===== src/rtl/ovl_seq_pkg.sv =====
package ovl_seq_pkg;

    typedef enum logic [1:0] {
        ST_FETCH = 2'd0,   // opcode fetch, closes previous instruction
        ST_MERGE = 2'd1,   // decide + operand read, two-cycle ops
        ST_ADDR  = 2'd2,   // zero-page address byte read
        ST_DECIDE = 2'd3   // decide cycle, store write
    } tstate_e;

    typedef enum logic [2:0] {
        K_NOP = 3'd0,
        K_LDA = 3'd1,
        K_LDX = 3'd2,
        K_ADC = 3'd3,
        K_STA = 3'd4
    } opkind_e;

    localparam logic [7:0] OPC_LDA = 8'hA9;
    localparam logic [7:0] OPC_LDX = 8'hA2;
    localparam logic [7:0] OPC_ADC = 8'h69;
    localparam logic [7:0] OPC_STA = 8'h85;
    localparam logic [7:0] OPC_NOP = 8'hEA;

endpackage


===== src/rtl/ovl_seq_decode.sv =====
module ovl_seq_decode
    import ovl_seq_pkg::*;
#(
    parameter int DW = 8
) (
    input  logic [DW-1:0] op_i,
    output opkind_e       kind_o
);

    always_comb begin
        kind_o = K_NOP;
        if (op_i == DW'(OPC_LDA))      kind_o = K_LDA;
        else if (op_i == DW'(OPC_LDX)) kind_o = K_LDX;
        else if (op_i == DW'(OPC_ADC)) kind_o = K_ADC;
        else if (op_i == DW'(OPC_STA)) kind_o = K_STA;
    end

endmodule


===== src/rtl/ovl_seq_adder.sv =====
module ovl_seq_adder #(
    parameter int DW = 8
) (
    input  logic [DW-1:0] a_i,
    input  logic [DW-1:0] b_i,
    input  logic          c_i,
    output logic [DW:0]   sum_o
);

    always_comb begin
        sum_o = {1'b0, a_i} + {1'b0, b_i} + {{DW{1'b0}}, c_i};
    end

endmodule


===== src/rtl/ovl_seq_busmux.sv =====
module ovl_seq_busmux
    import ovl_seq_pkg::*;
#(
    parameter int AW = 16,
    parameter int DW = 8
) (
    input  tstate_e       st_i,
    input  logic [AW-1:0] pc_i,
    input  logic [DW-1:0] zp_i,
    input  logic [DW-1:0] acc_i,
    output logic [AW-1:0] addr_o,
    output logic [DW-1:0] wdata_o,
    output logic          rw_o,
    output logic          sync_o
);

    localparam int HI_W = AW - DW;

    always_comb begin
        addr_o  = pc_i;
        wdata_o = '0;
        rw_o    = 1'b1;
        sync_o  = (st_i == ST_FETCH);
        if (st_i == ST_DECIDE) begin
            addr_o  = {{HI_W{1'b0}}, zp_i};
            wdata_o = acc_i;
            rw_o    = 1'b0;
        end
    end

endmodule


===== src/rtl/ovl_seq_core.sv =====
module ovl_seq_core
    import ovl_seq_pkg::*;
#(
    parameter int              AW       = 16,
    parameter int              DW       = 8,
    parameter logic [AW-1:0]   RESET_PC = 16'h0200
) (
    input  logic          clk,
    input  logic          rst_n,
    output logic [AW-1:0] addr_o,
    input  logic [DW-1:0] rdata_i,
    output logic [DW-1:0] wdata_o,
    output logic          rw_o,
    output logic          sync_o,
    input  logic          irq_i,
    output logic          irq_flag_o,
    output logic [DW-1:0] acc_o,
    output logic [DW-1:0] xreg_o,
    output logic          carry_o
);

    typedef struct packed {
        tstate_e       st;
        logic [AW-1:0] pc;
        logic [DW-1:0] ir;
        logic [DW-1:0] opnd;
        logic [DW:0]   sum;
        logic [DW-1:0] zp;
        logic [DW-1:0] acc;
        logic [DW-1:0] xr;
        logic          cy;
        logic          irqf;
    } regs_t;

    regs_t   r_q, r_d;
    opkind_e cur_kind;   // instruction held in ir (the one being closed/run)
    opkind_e new_kind;   // opcode arriving on the bus in a fetch cycle
    logic [DW:0] add_res;

    ovl_seq_decode #(.DW(DW)) u_dec_cur (.op_i(r_q.ir),  .kind_o(cur_kind));
    ovl_seq_decode #(.DW(DW)) u_dec_new (.op_i(rdata_i), .kind_o(new_kind));

    ovl_seq_adder #(.DW(DW)) u_add (
        .a_i   (r_q.acc),
        .b_i   (rdata_i),
        .c_i   (r_q.cy),
        .sum_o (add_res)
    );

    ovl_seq_busmux #(.AW(AW), .DW(DW)) u_bus (
        .st_i    (r_q.st),
        .pc_i    (r_q.pc),
        .zp_i    (r_q.zp),
        .acc_i   (r_q.acc),
        .addr_o  (addr_o),
        .wdata_o (wdata_o),
        .rw_o    (rw_o),
        .sync_o  (sync_o)
    );

    always_comb begin
        r_d = r_q;
        unique case (r_q.st)
            ST_FETCH: begin
                // close the previous instruction while fetching the next
                unique case (cur_kind)
                    K_LDA: r_d.acc = r_q.opnd;
                    K_LDX: r_d.xr  = r_q.opnd;
                    K_ADC: begin
                        r_d.acc = r_q.sum[DW-1:0];
                        r_d.cy  = r_q.sum[DW];
                    end
                    default: ;
                endcase
                r_d.ir = rdata_i;
                r_d.pc = r_q.pc + 1'b1;
                r_d.st = (new_kind == K_STA) ? ST_ADDR : ST_MERGE;
            end
            ST_MERGE: begin
                r_d.irqf = irq_i;
                r_d.opnd = rdata_i;
                r_d.sum  = add_res;
                if (cur_kind != K_NOP) r_d.pc = r_q.pc + 1'b1;
                r_d.st = ST_FETCH;
            end
            ST_ADDR: begin
                r_d.zp = rdata_i;
                r_d.pc = r_q.pc + 1'b1;
                r_d.st = ST_DECIDE;
            end
            ST_DECIDE: begin
                r_d.irqf = irq_i;
                r_d.st   = ST_FETCH;
            end
            default: r_d.st = ST_FETCH;
        endcase
    end

    always_ff @(posedge clk or negedge rst_n) begin
        if (!rst_n) begin
            r_q.st   <= ST_FETCH;
            r_q.pc   <= RESET_PC;
            r_q.ir   <= DW'(OPC_NOP);
            r_q.opnd <= '0;
            r_q.sum  <= '0;
            r_q.zp   <= '0;
            r_q.acc  <= '0;
            r_q.xr   <= '0;
            r_q.cy   <= 1'b0;
            r_q.irqf <= 1'b0;
        end else begin
            r_q <= r_d;
        end
    end

    assign irq_flag_o = r_q.irqf;
    assign acc_o      = r_q.acc;
    assign xreg_o     = r_q.xr;
    assign carry_o    = r_q.cy;

endmodule


===== config.mk =====
export PLATFORM = sky130hd
export DESIGN_NAME = ovl_seq_core
export DESIGN_NICKNAME = d
export VERILOG_FILES = /design/src/rtl/ovl_seq_pkg.sv /design/src/rtl/ovl_seq_decode.sv /design/src/rtl/ovl_seq_adder.sv /design/src/rtl/ovl_seq_busmux.sv /design/src/rtl/ovl_seq_core.sv
export SDC_FILE = /design/constraint.sdc
export NUM_CORES = 1
export LEC_CHECK = 0
export ABC_AREA = 1
export CORE_MARGIN = 2
export CORE_UTILIZATION = 40
export DETAILED_ROUTE_END_ITERATION = 8
export PLACE_DENSITY = 0.65
export SYNTH_ARGS = -nofsm -noshare
export SYNTH_HDL_FRONTEND = slang
export SYNTH_SLANG_ARGS = --single-unit
export TNS_END_PERCENT = 100

===== constraint.sdc =====
create_clock -name clk -period 1.6 [get_ports clk]
set_clock_uncertainty 0.1 [all_clocks]
set_input_delay 0.32 -clock clk [delete_from_list [all_inputs] [get_ports clk]]
set_output_delay 0.32 -clock clk [all_outputs]
set_load 0.02 [all_outputs]

-- Yosys cells after proc, flatten, opt, wreduce, memory -nomap -nowiden
Index checks and enable logic that the tools add are counted.
Widths: inputs -> output; s select.
- RAM bits: 0
- bits of input ports: 11
- memories kept: 0
- ROM bits: 0
- flip-flop bits (word level): 69
- latch bits: 0
- muxes and demuxes: 16
- magnitude comparators: 0
- bitwise operators: 0
- multipliers: 0
- divide/modulo/power cells: 0
- add/sub/neg operators: 3
- reductions and logical operators: 10
- eq/ne operators: 16
- shifts and indexed selects: 0
- operator list (kind ; count):
    $eq 8x8->1 const B ; 6
    $mux 16 ; 2
    $pmux 16 s2 ; 1
    $mux 3 ; 8
    $add 16x1->16 const B ; 1
    $eq 8x7->1 const B ; 2
    $pmux 8 s2 ; 1
    $add 8x8->9 ; 1
    $add 9x1->9 ; 1
    $mux 8 ; 1
    $reduce_and 2->1 ; 4
    $eq 3x2->1 const B ; 2
    $pmux 2 s3 ; 1
    $eq 2x2->1 const B ; 2
    $reduce_bool 2->1 ; 2
    $reduce_or 2->1 ; 2
    $eq 3x1->1 const B ; 1
    $eq 3x3->1 const B ; 1
    $reduce_bool 3->1 ; 1
    $eq 2x1->1 const B ; 1
    $logic_not 2->1 ; 1
    $mux 2 ; 1
    $ne 2x2->1 const B ; 1
    $mux 1 ; 1

-- Depth between registers and ports, before layout
- word-level depth: 8
- mapped depth: 11
- depth with buffers taken out: 10

-- Modules after synthesis
From an unflattened synthesis, not the netlist that was laid out.
- cells, all modules: 539
- area, all modules: 4136.5 µm²
- by module, submodules not included (module ; sequential area each (µm²) ; area each (µm²) ; instances ; cells each):
    ovl_seq_core ; 1734.2 ; 3256.9 ; 1 ; 364
    ovl_seq_adder ; 0.0 ; 382.9 ; 1 ; 59
    ovl_seq_busmux ; 0.0 ; 281.5 ; 1 ; 62
    ovl_seq_decode ; 0.0 ; 107.6 ; 2 ; 27

-- Worst setup path after synthesis
Ideal clock, no wire load.
- path type: reg-to-output
- start point: register r_q[67] (netlist bit)
- end point: output port addr_o[7]
- data arrival time: 1365 ps
- stages on the path, launching flop included: 5
- slack: -185 ps
- cells stage by stage: dfrtp_1 > nand2_1 > inv_2 > buf_2 > o21ai_0
- word-level cells in the longest chain between the ends: 2
- ends and longest elaborated chain (element ; line ; RTL):
    from (decl) ; ovl_seq_core.sv:35 ; regs_t r_q, r_d;
    from (signal assigned) ; ovl_seq_core.sv:112 ; r_q <= r_d;
    $eq 2x2->1 ; ovl_seq_busmux.sv:24 ; if (st_i == ST_DECIDE) begin
    $mux 16 ; ovl_seq_busmux.sv:24 ;
    to (decl) ; ovl_seq_core.sv:10 ; output logic [AW-1:0] addr_o,
No other way between the ends.

-- Worst setup path in the final report
- start point: register r_q[67] (netlist bit)
- end point: output port addr_o[2]
The elaborated chain is that of the path after synthesis.

==> impl_metrics.ini <==
[status]
status = finished, violations left
failed_checks = negative setup slack

[logic_synthesis]
synth_top_area_cell = dfrtp_1
synth_seq_area_share_pct = 45.06
yosysTopAreaCellShare_pct = 40.96
ys_ff_latch = 69
synth_area_leaders = dfrtp_1, nand2_1, o21ai_0
synth_fp_nets = 534
synth_most_common_cell = nand2_1
avgSynthCellArea_um2 = 7.502
synth_edf_count = 0
ys_types = 31
async_flop_share_pct = 100.0
synth_area_um2 = 3849
yosys_most_used_dff = dfrtp_1
ys_top_cells_by_count = nand2_1, dfrtp_1, inv_1
yosysWarnings = 0
syn-instance-count = 513

[critical_path]
cp-start-kind = register
crit_cells = 5
crit_chain = nand2_4, inv_8, clkbuf_16, o21ai_2, buf_6
crit_family = flip-flops
crit_path_end_kind = primary output
r2r_cells = 8
slowest_stage = dfrtp_1
worst-path-max-fanout = 6
crit_buf_inv = 3
required_ns = 1.18
arrival_ns = 1.42
critPathKind = register to primary output
max_stage_delay_ns = 0.42

[global_route]
grt_pass1_wl_um = 17130
antenna_found_initial = 0
grt.met3_usage_pct = 4.720
grt_overflow_total = 0
grt_pass1_vias = 3591
grt_use_met1_pct = 29.73
track_usage_pct = 21.13
use_met2_pct = 33.86
grt_busiest_layer = met2
grt_max_degree = 70

[sta]
hold_viol = 0
min_period_ns = 1.835
timing.fmax_ghz = 0.5449
slew_headroom_pct = 69.30
rsz0062_at_grt = true
layout_worst_path_cycle_share_pct = 114.7
worstMarginPinSlew_ns = 0.4594
drv_slew = 0
setup_violations = 52
worst_slack_ns = -0.2351

[power_and_ir_drop]
internal_power_mw = 3.867
leakagePower_nw = 2.952
max-vdd-ir-drop_uv = 475.1
seqPwrFrac_pct = 37.3
powerDensity_nw_per_um2 = 997.2
power_frac_comb_pct = 36.9
pwr-share-clk_pct = 25.8
p_sw_share_pct = 35.08
switchingPower_mw = 2.090

[flow_run]
cap_violations = 0

[route]
firstDrtPassIters = 5
via_count = 3803
wl_per_cell_um = 14.88
route.detailed.drc = 0
drt_iter0_markers = 224
wl_um = 11430
vias_per_cell = 4.952
ant_nets = 0

[clocking]
cts_buffers = 9
clk_latency_ns = 0.35
clock_sinks = 69
ctsLongestPathBuffers = 2
h-tree-depth = 3
clk_pin_slew_ns = 0.07
cts_tree = yes
root_buffer = clkbuf_8

[layout]
area_delta_synth_final_pct = 55.20
multiInputGateArea_um2 = 2288
nNetsFinal = 655
drive_gt1_share_pct = 41.16
register_area_um2 = 1735
diodes = 0
fill_cells = 797
fin_cells = 768

[place]
place_ws_ns = -0.4779
place.gp.congestion = 0.9063
dp_cells = 734
port_buffers = 54
dpl.hpwl_um = 7289

[worst_hold_path]
hold_path_depth = 4
hold_path_class = input pin to register

[floorplan]
start_util_pct = 41.46
fp.dieArea_um2 = 10420
die_h_um = 102.1
die_x_um = 102.1
fp.coreArea_um2 = 9284
pin_count = 55
placementRows = 35
==> layout by cell type (no fill, tap or decap), drive strengths merged, types with 6 or more instances in the layout <==
cell	netlist	layout
a21oi	7	7
buf	25	109
clkbuf	4	20
clkdlybuf4s50	0	6
dfrtp	63	63
dfstp	6	6
dlygate4sd2	0	15
ha	8	8
inv	54	54
nand2	188	189
nand3	28	28
nand4	7	7
nor2	47	47
o21ai	61	61
==> worst reg2reg max path, cell delays in order (launching register included) <==
cell and delay (ns):
dfstp_2 0.55, inv_4 0.05, nor3_4 0.28, o21ai_4 0.14
nand2_8 0.14, buf_8 0.15, nand2_8 0.08, nand2_4 0.08
nand2_2 0.05
==> routing by layer <==
metal | part of all wire [%] | vias to the layer above
li1 | - | 1862
met1 | 44 | 1817
met2 | 50 | 105
met3 | 5.4 | 19
met4 | 1.1 | 0
met5 | 0 | -
==> metrics by stage <==
stage	setup TNS, ns	area (um2)	utilization (%)	hold WS (ns)	total power, mW
after floorplan	-0.1272	3882	-	-0.07559	3.236
after global placement	-9.000	4943	53.25	0.2744	3.973
after detailed placement	-10.15	4943	53.25	0.2773	4.017
after CTS	-3.590	5326	57.37	0.3802	5.599
after global routing	-9.425	5973	64.34	0.3915	6.280
final	-5.578	5973	64.34	0.3748	5.956
==> state kept, by name, indices dropped and copies added, names as in the netlist <==
name,count
acc_o,8
carry_o,1
irq_flag_o,1
r_q,51
xreg_o,8
==> layout make-up <==
cell class | instances | area share (%)
clock buffer | 15 | 2.953
sequential | 69 | 29.05
clock inverter | 1 | 0.5027
inverter | 54 | 3.645
multi-input combinational | 362 | 38.31
tap | 129 | 2.702
timing repair buffer | 138 | 22.83
==> power groups by stage <==
stage	Combinational [mW]	Clock [mW]	Sequential, mW
final	2.20	1.54	2.22
after global placement	1.76	0	2.21
after global routing	2.39	1.63	2.26
after CTS	1.86	1.55	2.19
after detailed placement	1.79	0	2.22
after floorplan	1.02	0	2.22
==> kinds of logic (layout without fill, tap and decap cells) <==
family                     Yosys count  after routing  synth area share, %
AOI/OAI and AO/OA                   70             70                9.298
and+or+nand+nor                    276            277                30.40
xor gates and xnor gates             5              5                1.138
DFF                                 69             69                45.06
buffers and inverters               83            208                10.47
adders and majority gates           10             10                3.641
==> path summary, 6_finish.rpt <==
check	startpoint	to	slack, ns
max in group asynchronous	rst_n	r_q[60]$_DFFE_PN1P_	0.62
worst min register to register	xreg_o[0]$_DFFE_PN0P_	xreg_o[0]$_DFFE_PN0P_	0.38
worst max register to register	r_q[46]$_DFFE_PN1P_	r_q[51]$_DFFE_PN0P_	-0.12
worst min-delay path	rdata_i[4]	r_q[47]$_DFFE_PN0P_	0.37
min in group asynchronous	rst_n	acc_o[4]$_DFFE_PN0P_	0.39
worst max-delay path	r_q[67]$_DFF_PN0_	addr_o[2]	-0.24
==> timing repair <==
| item | CTS | global route |
|---|---|---|
| cloned | 3 | 3 |
| hold buffers | 1 | 0 |
| buffers inserted | 7 | 6 |
| endpoints found under the hold margin | 63 | 0 |
| pin swaps | 13 | 30 |
| resized for setup | 195 | 158 |
| setup endpoints to repair | 69 | 70 |
Note: power is estimated with default switching activity, not from simulation.
